`config.mk`:
```
export PLATFORM = sky130hd
export DESIGN_NAME = rsthalt_seq
export DESIGN_NICKNAME = d
export VERILOG_FILES = /design/src/rtl/rsthalt_pkg.sv /design/src/rtl/rsthalt_hold_filter.sv /design/src/rtl/rsthalt_rst_drive.sv /design/src/rtl/rsthalt_vec_cap.sv /design/src/rtl/rsthalt_seq.sv
export SDC_FILE = /design/constraint.sdc
export NUM_CORES = 1
export LEC_CHECK = 0
export ABC_AREA = 1
export BUFFER_PORTS_ARGS = -buffer_cell sky130_fd_sc_hd__buf_2
export CORE_ASPECT_RATIO = 1.1
export CORE_MARGIN = 2
export CORE_UTILIZATION = 30
export CTS_CLUSTER_DIAMETER = 60
export DETAILED_ROUTE_END_ITERATION = 10
export GPL_ROUTABILITY_DRIVEN = 0
export GPL_TIMING_DRIVEN = 0
export PLACE_DENSITY = 0.5
export SYNTH_ARGS = -nofsm -noshare
export SYNTH_HDL_FRONTEND = slang
export SYNTH_SLANG_ARGS = --single-unit
```
`constraint.sdc`:
```
create_clock -name clk -period 1.7 [get_ports clk]
set_clock_uncertainty 0.05 [all_clocks]
set_input_delay 0.34 -clock clk [delete_from_list [all_inputs] [get_ports clk]]
set_output_delay 0.34 -clock clk [all_outputs]
set_load 0.005 [all_outputs]
```
`src/rtl/rsthalt_pkg.sv`:
```
package rsthalt_pkg;
   typedef enum logic [2:0] {
      ST_RWAIT = 3'd0,
      ST_FETCH = 3'd1,
      ST_RUN   = 3'd2,
      ST_HALT  = 3'd3,
      ST_STEP  = 3'd4
   } seq_state_e;
endpackage

```
`src/rtl/rsthalt_hold_filter.sv`:
```
module rsthalt_hold_filter #(
   parameter int MIN_HOLD = 8
) (
   input  logic clk,
   input  logic por_n,
   input  logic enable_i,
   input  logic both_low_i,
   output logic armed_o
);
   localparam int CW = $clog2(MIN_HOLD + 1);
   localparam logic [CW-1:0] CMAX = CW'(MIN_HOLD);

   logic [CW-1:0] cnt_q;

   always_ff @(posedge clk or negedge por_n) begin
      if (!por_n) begin
         cnt_q <= '0;
      end else if (!enable_i) begin
         cnt_q <= '0;
      end else if (both_low_i) begin
         if (cnt_q != CMAX) cnt_q <= cnt_q + 1'b1;
      end else if (cnt_q != CMAX) begin
         cnt_q <= '0;
      end
   end

   assign armed_o = (cnt_q == CMAX);

   // the hold count never runs past its window
   a_r2_cnt_cap : assert property (@(posedge clk) disable iff (!por_n)
      cnt_q <= CMAX);
   // a release before arming discards the count
   a_r2_short_clears : assert property (@(posedge clk) disable iff (!por_n)
      (enable_i && !both_low_i && !armed_o) |=> !armed_o);
endmodule

```
`src/rtl/rsthalt_rst_drive.sv`:
```
module rsthalt_rst_drive #(
   parameter int DRIVE_CYC = 12
) (
   input  logic clk,
   input  logic por_n,
   input  logic req_i,
   output logic drive_o
);
   generate
      if (DRIVE_CYC == 0) begin : g_none
         logic unused_req;
         assign unused_req = req_i;
         assign drive_o = 1'b0;
      end else begin : g_cnt
         localparam int DW = $clog2(DRIVE_CYC + 1);
         logic [DW-1:0] cnt_q;

         always_ff @(posedge clk or negedge por_n) begin
            if (!por_n)               cnt_q <= '0;
            else if (cnt_q != '0)     cnt_q <= cnt_q - 1'b1;
            else if (req_i)           cnt_q <= DW'(DRIVE_CYC);
         end

         assign drive_o = (cnt_q != '0);

         // a request while idle starts driving on the next cycle
         a_r9_start : assert property (@(posedge clk) disable iff (!por_n)
            (req_i && !drive_o) |=> drive_o);
      end
   endgenerate
endmodule

```
`src/rtl/rsthalt_vec_cap.sv`:
```
module rsthalt_vec_cap #(
   parameter int DATA_W = 16,
   parameter int WPV    = 2,
   parameter int NVEC   = 2,
   localparam int NW    = WPV * NVEC,
   localparam int IW    = $clog2(NW),
   localparam int VEC_W = WPV * DATA_W
) (
   input  logic                   clk,
   input  logic                   por_n,
   input  logic                   wr_i,
   input  logic [IW-1:0]          widx_i,
   input  logic [DATA_W-1:0]      data_i,
   output logic [NVEC*VEC_W-1:0]  vec_o
);
   generate
      for (genvar k = 0; k < NW; k++) begin : g_word
         logic [DATA_W-1:0] q;
         always_ff @(posedge clk or negedge por_n) begin
            if (!por_n)                          q <= '0;
            else if (wr_i && widx_i == IW'(k))   q <= data_i;
         end
         // earlier word of a vector lands in its upper half
         assign vec_o[(k / WPV) * VEC_W + (WPV - 1 - (k % WPV)) * DATA_W +: DATA_W] = q;
      end
   endgenerate

   // vectors change only on a captured fetch word
   a_r5_hold : assert property (@(posedge clk) disable iff (!por_n)
      !wr_i |=> $stable(vec_o));
endmodule

```
`src/rtl/rsthalt_seq.sv`:
```
module rsthalt_seq
   import rsthalt_pkg::*;
#(
   parameter int ADDR_W    = 24,
   parameter int DATA_W    = 16,
   parameter int VEC_W     = 32,
   parameter int MIN_HOLD  = 8,
   parameter int DRIVE_CYC = 12
) (
   input  logic              clk,
   input  logic              por_n,
   input  logic              reset_in_n,
   input  logic              halt_in_n,
   input  logic              rst_out_req_i,
   output logic              reset_drv_o,
   input  logic              core_req_i,
   input  logic [ADDR_W-1:0] core_addr_i,
   output logic              core_ack_o,
   output logic              bus_req_o,
   output logic [ADDR_W-1:0] bus_addr_o,
   output logic              bus_oe_o,
   input  logic              bus_ack_i,
   input  logic [DATA_W-1:0] bus_data_i,
   output logic [VEC_W-1:0]  ssp_o,
   output logic [VEC_W-1:0]  pc_o,
   output logic [2:0]        state_o
);
   localparam int WPV  = VEC_W / DATA_W;
   localparam int NW   = 2 * WPV;
   localparam int WIX  = $clog2(NW);
   localparam int BSH  = $clog2(DATA_W / 8);

   generate
      if (DATA_W % 8 != 0 || VEC_W % DATA_W != 0 || WPV < 1) begin : g_bad_width
         $error("rsthalt_seq: DATA_W must be whole bytes and divide VEC_W");
      end
      if (MIN_HOLD < 1) begin : g_bad_hold
         $error("rsthalt_seq: MIN_HOLD must be at least 1");
      end
      if (ADDR_W < WIX + BSH) begin : g_bad_addr
         $error("rsthalt_seq: ADDR_W too narrow for vector addresses");
      end
   endgenerate

   seq_state_e       st_q, st_d;
   logic [WIX-1:0]   widx_q;
   logic             cyc_q;
   logic             armed;
   logic             rst_low;
   logic [2*VEC_W-1:0] vec_flat;

   rsthalt_rst_drive #(.DRIVE_CYC(DRIVE_CYC)) u_drive (
      .clk     (clk),
      .por_n   (por_n),
      .req_i   (rst_out_req_i),
      .drive_o (reset_drv_o)
   );

   // own outward drive is echoed on the input; do not treat it as a reset
   assign rst_low = !reset_in_n && !reset_drv_o;

   rsthalt_hold_filter #(.MIN_HOLD(MIN_HOLD)) u_filter (
      .clk        (clk),
      .por_n      (por_n),
      .enable_i   (st_q == ST_RWAIT),
      .both_low_i (rst_low && !halt_in_n),
      .armed_o    (armed)
   );

   always_comb begin
      unique case (st_q)
         ST_FETCH: bus_req_o = 1'b1;
         ST_RUN:   bus_req_o = core_req_i && (halt_in_n || cyc_q);
         ST_STEP:  bus_req_o = core_req_i;
         default:  bus_req_o = 1'b0;
      endcase
   end

   always_comb begin
      st_d = st_q;
      unique case (st_q)
         ST_RWAIT: if (armed && !rst_low && halt_in_n) st_d = ST_FETCH;
         ST_FETCH: if (bus_ack_i && widx_q == WIX'(NW - 1)) st_d = ST_RUN;
         ST_RUN:   if (!halt_in_n && (!cyc_q || bus_ack_i)) st_d = ST_HALT;
         ST_HALT:  if (halt_in_n) st_d = ST_STEP;
         ST_STEP:  if (bus_req_o && bus_ack_i) st_d = halt_in_n ? ST_RUN : ST_HALT;
         default:  st_d = ST_RWAIT;
      endcase
      if (rst_low && st_q != ST_RWAIT) st_d = ST_RWAIT;
   end

   always_ff @(posedge clk or negedge por_n) begin
      if (!por_n) begin
         st_q   <= ST_RWAIT;
         widx_q <= '0;
         cyc_q  <= 1'b0;
      end else begin
         st_q   <= st_d;
         if (st_q != ST_FETCH)  widx_q <= '0;
         else if (bus_ack_i)    widx_q <= widx_q + 1'b1;
         cyc_q  <= (st_q == ST_RUN) && (st_d == ST_RUN) && bus_req_o && !bus_ack_i;
      end
   end

   rsthalt_vec_cap #(.DATA_W(DATA_W), .WPV(WPV), .NVEC(2)) u_vec (
      .clk    (clk),
      .por_n  (por_n),
      .wr_i   (st_q == ST_FETCH && bus_ack_i),
      .widx_i (widx_q),
      .data_i (bus_data_i),
      .vec_o  (vec_flat)
   );

   assign ssp_o      = vec_flat[0 +: VEC_W];
   assign pc_o       = vec_flat[VEC_W +: VEC_W];
   assign bus_oe_o   = (st_q == ST_FETCH) || (st_q == ST_RUN) || (st_q == ST_STEP);
   assign bus_addr_o = (st_q == ST_FETCH) ? (ADDR_W'(widx_q) << BSH)
                     : (bus_oe_o ? core_addr_i : '0);
   assign core_ack_o = bus_ack_i && bus_req_o && (st_q == ST_RUN || st_q == ST_STEP);
   assign state_o    = st_q;

   // fetching begins only from an armed hold window
   a_r2_fetch_needs_arm : assert property (@(posedge clk) disable iff (!por_n)
      (st_q == ST_FETCH && $past(st_q) == ST_RWAIT) |-> $past(armed));
   // a fetch address is held until acknowledged
   a_r4_fetch_addr_hold : assert property (@(posedge clk) disable iff (!por_n)
      (st_q == ST_FETCH && !bus_ack_i && !rst_low) |=> $stable(bus_addr_o));
   // a started cycle is never withdrawn before its acknowledge
   a_r6_cycle_kept : assert property (@(posedge clk) disable iff (!por_n)
      (st_q == ST_RUN && cyc_q) |-> bus_req_o);
   // halted master leaves the bus floating and idle
   a_r7_halt_quiet : assert property (@(posedge clk) disable iff (!por_n)
      (st_q == ST_HALT) |-> (!bus_req_o && !bus_oe_o));
   // stepping ends with its one acknowledged cycle
   a_r8_step_single : assert property (@(posedge clk) disable iff (!por_n)
      (st_q == ST_STEP && bus_req_o && bus_ack_i && !rst_low) |=> st_q != ST_STEP);
   // an external reset aborts any activity
   a_r10_reset_wins : assert property (@(posedge clk) disable iff (!por_n)
      (rst_low && st_q != ST_RWAIT) |=> st_q == ST_RWAIT);
endmodule

```
==> summary.md <==
| Metric | Value |
|---|---|
| Core Region | `11,400 sq um` |
| Hold path endpoint | `u_drive.g_cnt.cnt_q[3]` |
| Status | `finished, violations left` |
| Asr flop ratio synth | `1.00` |
| Placed insts | `682` |
| Worst-path clk slew | `60 ps` |
| Setup violators final | `27` |
| Vias per Instance | `4.53` |
| Final Max Slew Viols | `0` |
| Internal reg-to-reg setup slack | `90 ps` |
| DP Wirelength | `7.22 mm` |
| Slew headroom | `0.753` |
| Hold depth | `3` |
| Synthesized instance count | `390` |
| Synth area leaders | `dfrtp_1 (56%), nand2_1 (12%), o21ai_0 (7.5%), nor2_1 (4.0%), buf_6 (3.9%)` |
| Flop pwr share | `0.394` |
| Crit path kind | `reg2out` |
| CTS Sinks | `78` |
| Worst Setup Slack, final | `-298 ps` |
| WL final | `10.3 mm` |
| Worst-Skew Late Latency | `330 ps` |
| Drt drc | `0` |
| Chip width | `107 um` |
| Worst slew pin tran | `370 ps` |
| Syn. warnings | `0` |
| Vias in the first global route | `3,193` |
| Antenna violations before repair | `0` |
| Sw power | `2.13 mW` |
| Kind of end point of the critical path | `output port` |
| Largest area contributor in the netlist | `dfrtp_1` |
| Net Sw Frac | `0.323` |
| Pin count of the biggest net entering global routing | `72` |
| Ant diodes | `0` |
| Sequential fraction of the synthesis area | `0.560` |
| Period utilization | `1.18` |
| Drt first-iter violations | `201` |
| Peak VDD IR | `0.672 mV` |
| Top post-synthesis cells by count | `nand2_1 (108), dfrtp_1 (78), o21ai_0 (52)` |
| Tmin final | `2000 ps` |
| WP data required | `1310 ps` |
| Number of I/O port buffers | `141` |
| Post-route ant nets | `0` |
| Maxcap violations | `0` |
| Initial Util | `0.306` |
| Final core utilization | `0.444` |
| CTS buffer count | `9` |
| Fmax | `0.501 GHz` |
| CTS tree | `built` |
| Hold path start | `rst_out_req_i` |
| Clk pwr share | `0.298` |
| Ports | `142` |
| Worst hold-check path type | `in2reg` |
| Die Ht | `117 um` |
| EDFF count, synth | `0` |
| Worst flop-to-flop path endpoint | `u_vec.g_word[0].q[8]` |
| PD cells | `1310 nW/um^2` |
| First-pass GRT wire length | `16.0 mm` |
| R2R depth | `7` |
| Hold Violations, Final | `0` |
| Root buffer cell | `clkbuf_16` |
| H-Tree Depth | `3` |
| Area delta synth->final | `44.9%` |
| Syn nets | `443` |
| Syn_area_per_cell | `8.94 sq um` |
| Distinct cell type count after synthesis | `26` |
| Reg2reg start | `state_o[1]` |
| Leakage | `2.80 nW` |
| DR vias | `3,255` |
| Drt pass-1 iters | `4` |
| Ratio of cells with drive above 1 in the final layout | `0.422` |
| Row cnt | `41` |
| Total GRT Usage | `0.167` |
| Filler instances | `1,160` |
| Startpoint Class | `flip-flop` |
| Crit Path Max Fanout | `7` |
| Synth top area share | `0.560` |
| Number of non-filler instances in the completed layout | `719` |
| Fin Setup TNS | `-6800 ps` |
| Failing checks | `setup timing` |
| RSZ-0062 raised after global routing | `true` |
| Ys flop type | `dfrtp_1` |
| Layout Nets | `617` |
| Die area | `12,500 sq um` |
| Most frequent cell after synthesis | `nand2_1` |
| Wire per inst | `14.3 um` |
| Power share of the combinational group | `0.308` |
| Post-synthesis register bit count | `78` |
| Total gr overflow | `0` |
| Internal power | `4.47 mW` |
| WP data arrival | `1610 ps` |
| Synthesized area | `3490 sq um` |
| Clock tree buffer depth | `2` |
## worst max-delay path, stage by stage, from the launching register on
cell     delay, ps
dfrtp_2        460
nor2_4         140
inv_2           60
nor2_4         100
inv_2           50
nand2_4         80
inv_6           50
buf_6          140
nor2_2          80
buf_2          120
## kinds of logic (layout without fill, tap and decap cells)
family                     count (synthesis)  count (layout)  share of synthesized area
AOI/OAI and AO/OA                         78              78                      0.114
xor gates and xnor gates                   2               2                    0.00502
buffers and inverters                     54             233                     0.0854
and+or+nand+nor                          172             172                      0.214
DFF                                       78              78                      0.560
adders and majority gates                  6               6                     0.0215
## stage by stage
| step | setup WS [ps] | cell area (sq um) | hold WS [ps] | total power, mW |
|---|---|---|---|---|
| global route | -394 | 5050 | 194 | 7.07 |
| CTS | -305 | 4930 | 169 | 6.51 |
| floorplan | 69.3 | 3490 | -5.59 | 3.47 |
| global placement | -341 | 4380 | 413 | 4.25 |
| finish | -298 | 5050 | 174 | 6.60 |
| detailed placement | -206 | 4410 | 125 | 4.29 |
## layout by cell type (no fill, tap or decap), drive strengths merged
cell type	netlist	layout
a211oi	1	1
a21oi	5	5
a22o	1	1
buf	16	179
bufinv	0	1
clkbuf	1	10
clkinv	0	2
clkinvlp	0	1
dfrtp	78	78
dlygate4sd3	0	1
ha	6	6
inv	37	39
nand2	114	114
nand3	11	11
nand4	2	2
nor2	43	43
nor3	2	2
o211ai	1	1
o21ai	70	70
xnor2	1	1
xor2	1	1
## final cells by class
| type | instances | area (sq um) | area share |
|---|---|---|---|
| inverter | 37 | 146 | 0.0290 |
| clock inverter | 6 | 68.8 | 0.0136 |
| multi-input combinational | 258 | 1360 | 0.270 |
| tap | 150 | 188 | 0.0372 |
| timing repair buffer | 163 | 920 | 0.182 |
| buffer | 17 | 170 | 0.0337 |
| clock buffer | 10 | 239 | 0.0473 |
| sequential | 78 | 1960 | 0.387 |
## what timing repair did
item / in CTS / in global routing
setup endpoints to repair: 37 / 41
pin swaps: 8 / 6
resized for setup: 35 / 28
gates cloned: 3 / 0
endpoints found under the hold margin: 7 / 0
buffers inserted: 10 / 7
hold buffers: 1 / 0
## power by group through the flow
stage	registers (mW)	logic (mW)	clock network, mW
4_1_cts	2.61	1.89	2.01
3_3_place_gp	2.60	1.64	0
5_1_grt	2.66	2.30	2.11
6_report	2.60	2.03	1.97
2_1_floorplan	2.63	0.839	0
3_5_place_dp	2.62	1.67	0
## worst max-delay path by stage
stage                          start                    to  slack (ps)  cells after the start
final                     state_o[1]        bus_addr_o[22]        -300                      9
after global routing      state_o[1]        bus_addr_o[22]        -390                      9
after CTS                 state_o[0]         bus_addr_o[9]        -310                      9
after detailed placement  state_o[0]        bus_addr_o[20]        -210                      9
after global placement         por_n  u_vec.g_word[1].q[9]        -340                      1
after floorplan           state_o[0]        bus_addr_o[10]          70                      8
## metal layers
layer / vias up / track usage / wire length [um]
met1: 1521 / 0.196 / 4300
met4: 0 / 0.0589 / 141
met2: 139 / 0.277 / 4770
met5: - / 0 / 0
li1: 1581 / - / -
met3: 14 / 0.0687 / 1060
## sequential cells by signal, summed over array words and instances (netlist names)
| signal | cells |
|---|---|
| cyc_q | 1 |
| state_o | 3 |
| u_drive.g_cnt.cnt_q | 4 |
| u_filter.cnt_q | 4 |
| u_vec.g_word.q | 64 |
| widx_q | 2 |
No activity file was read; power rests on OpenSTA's default activity.
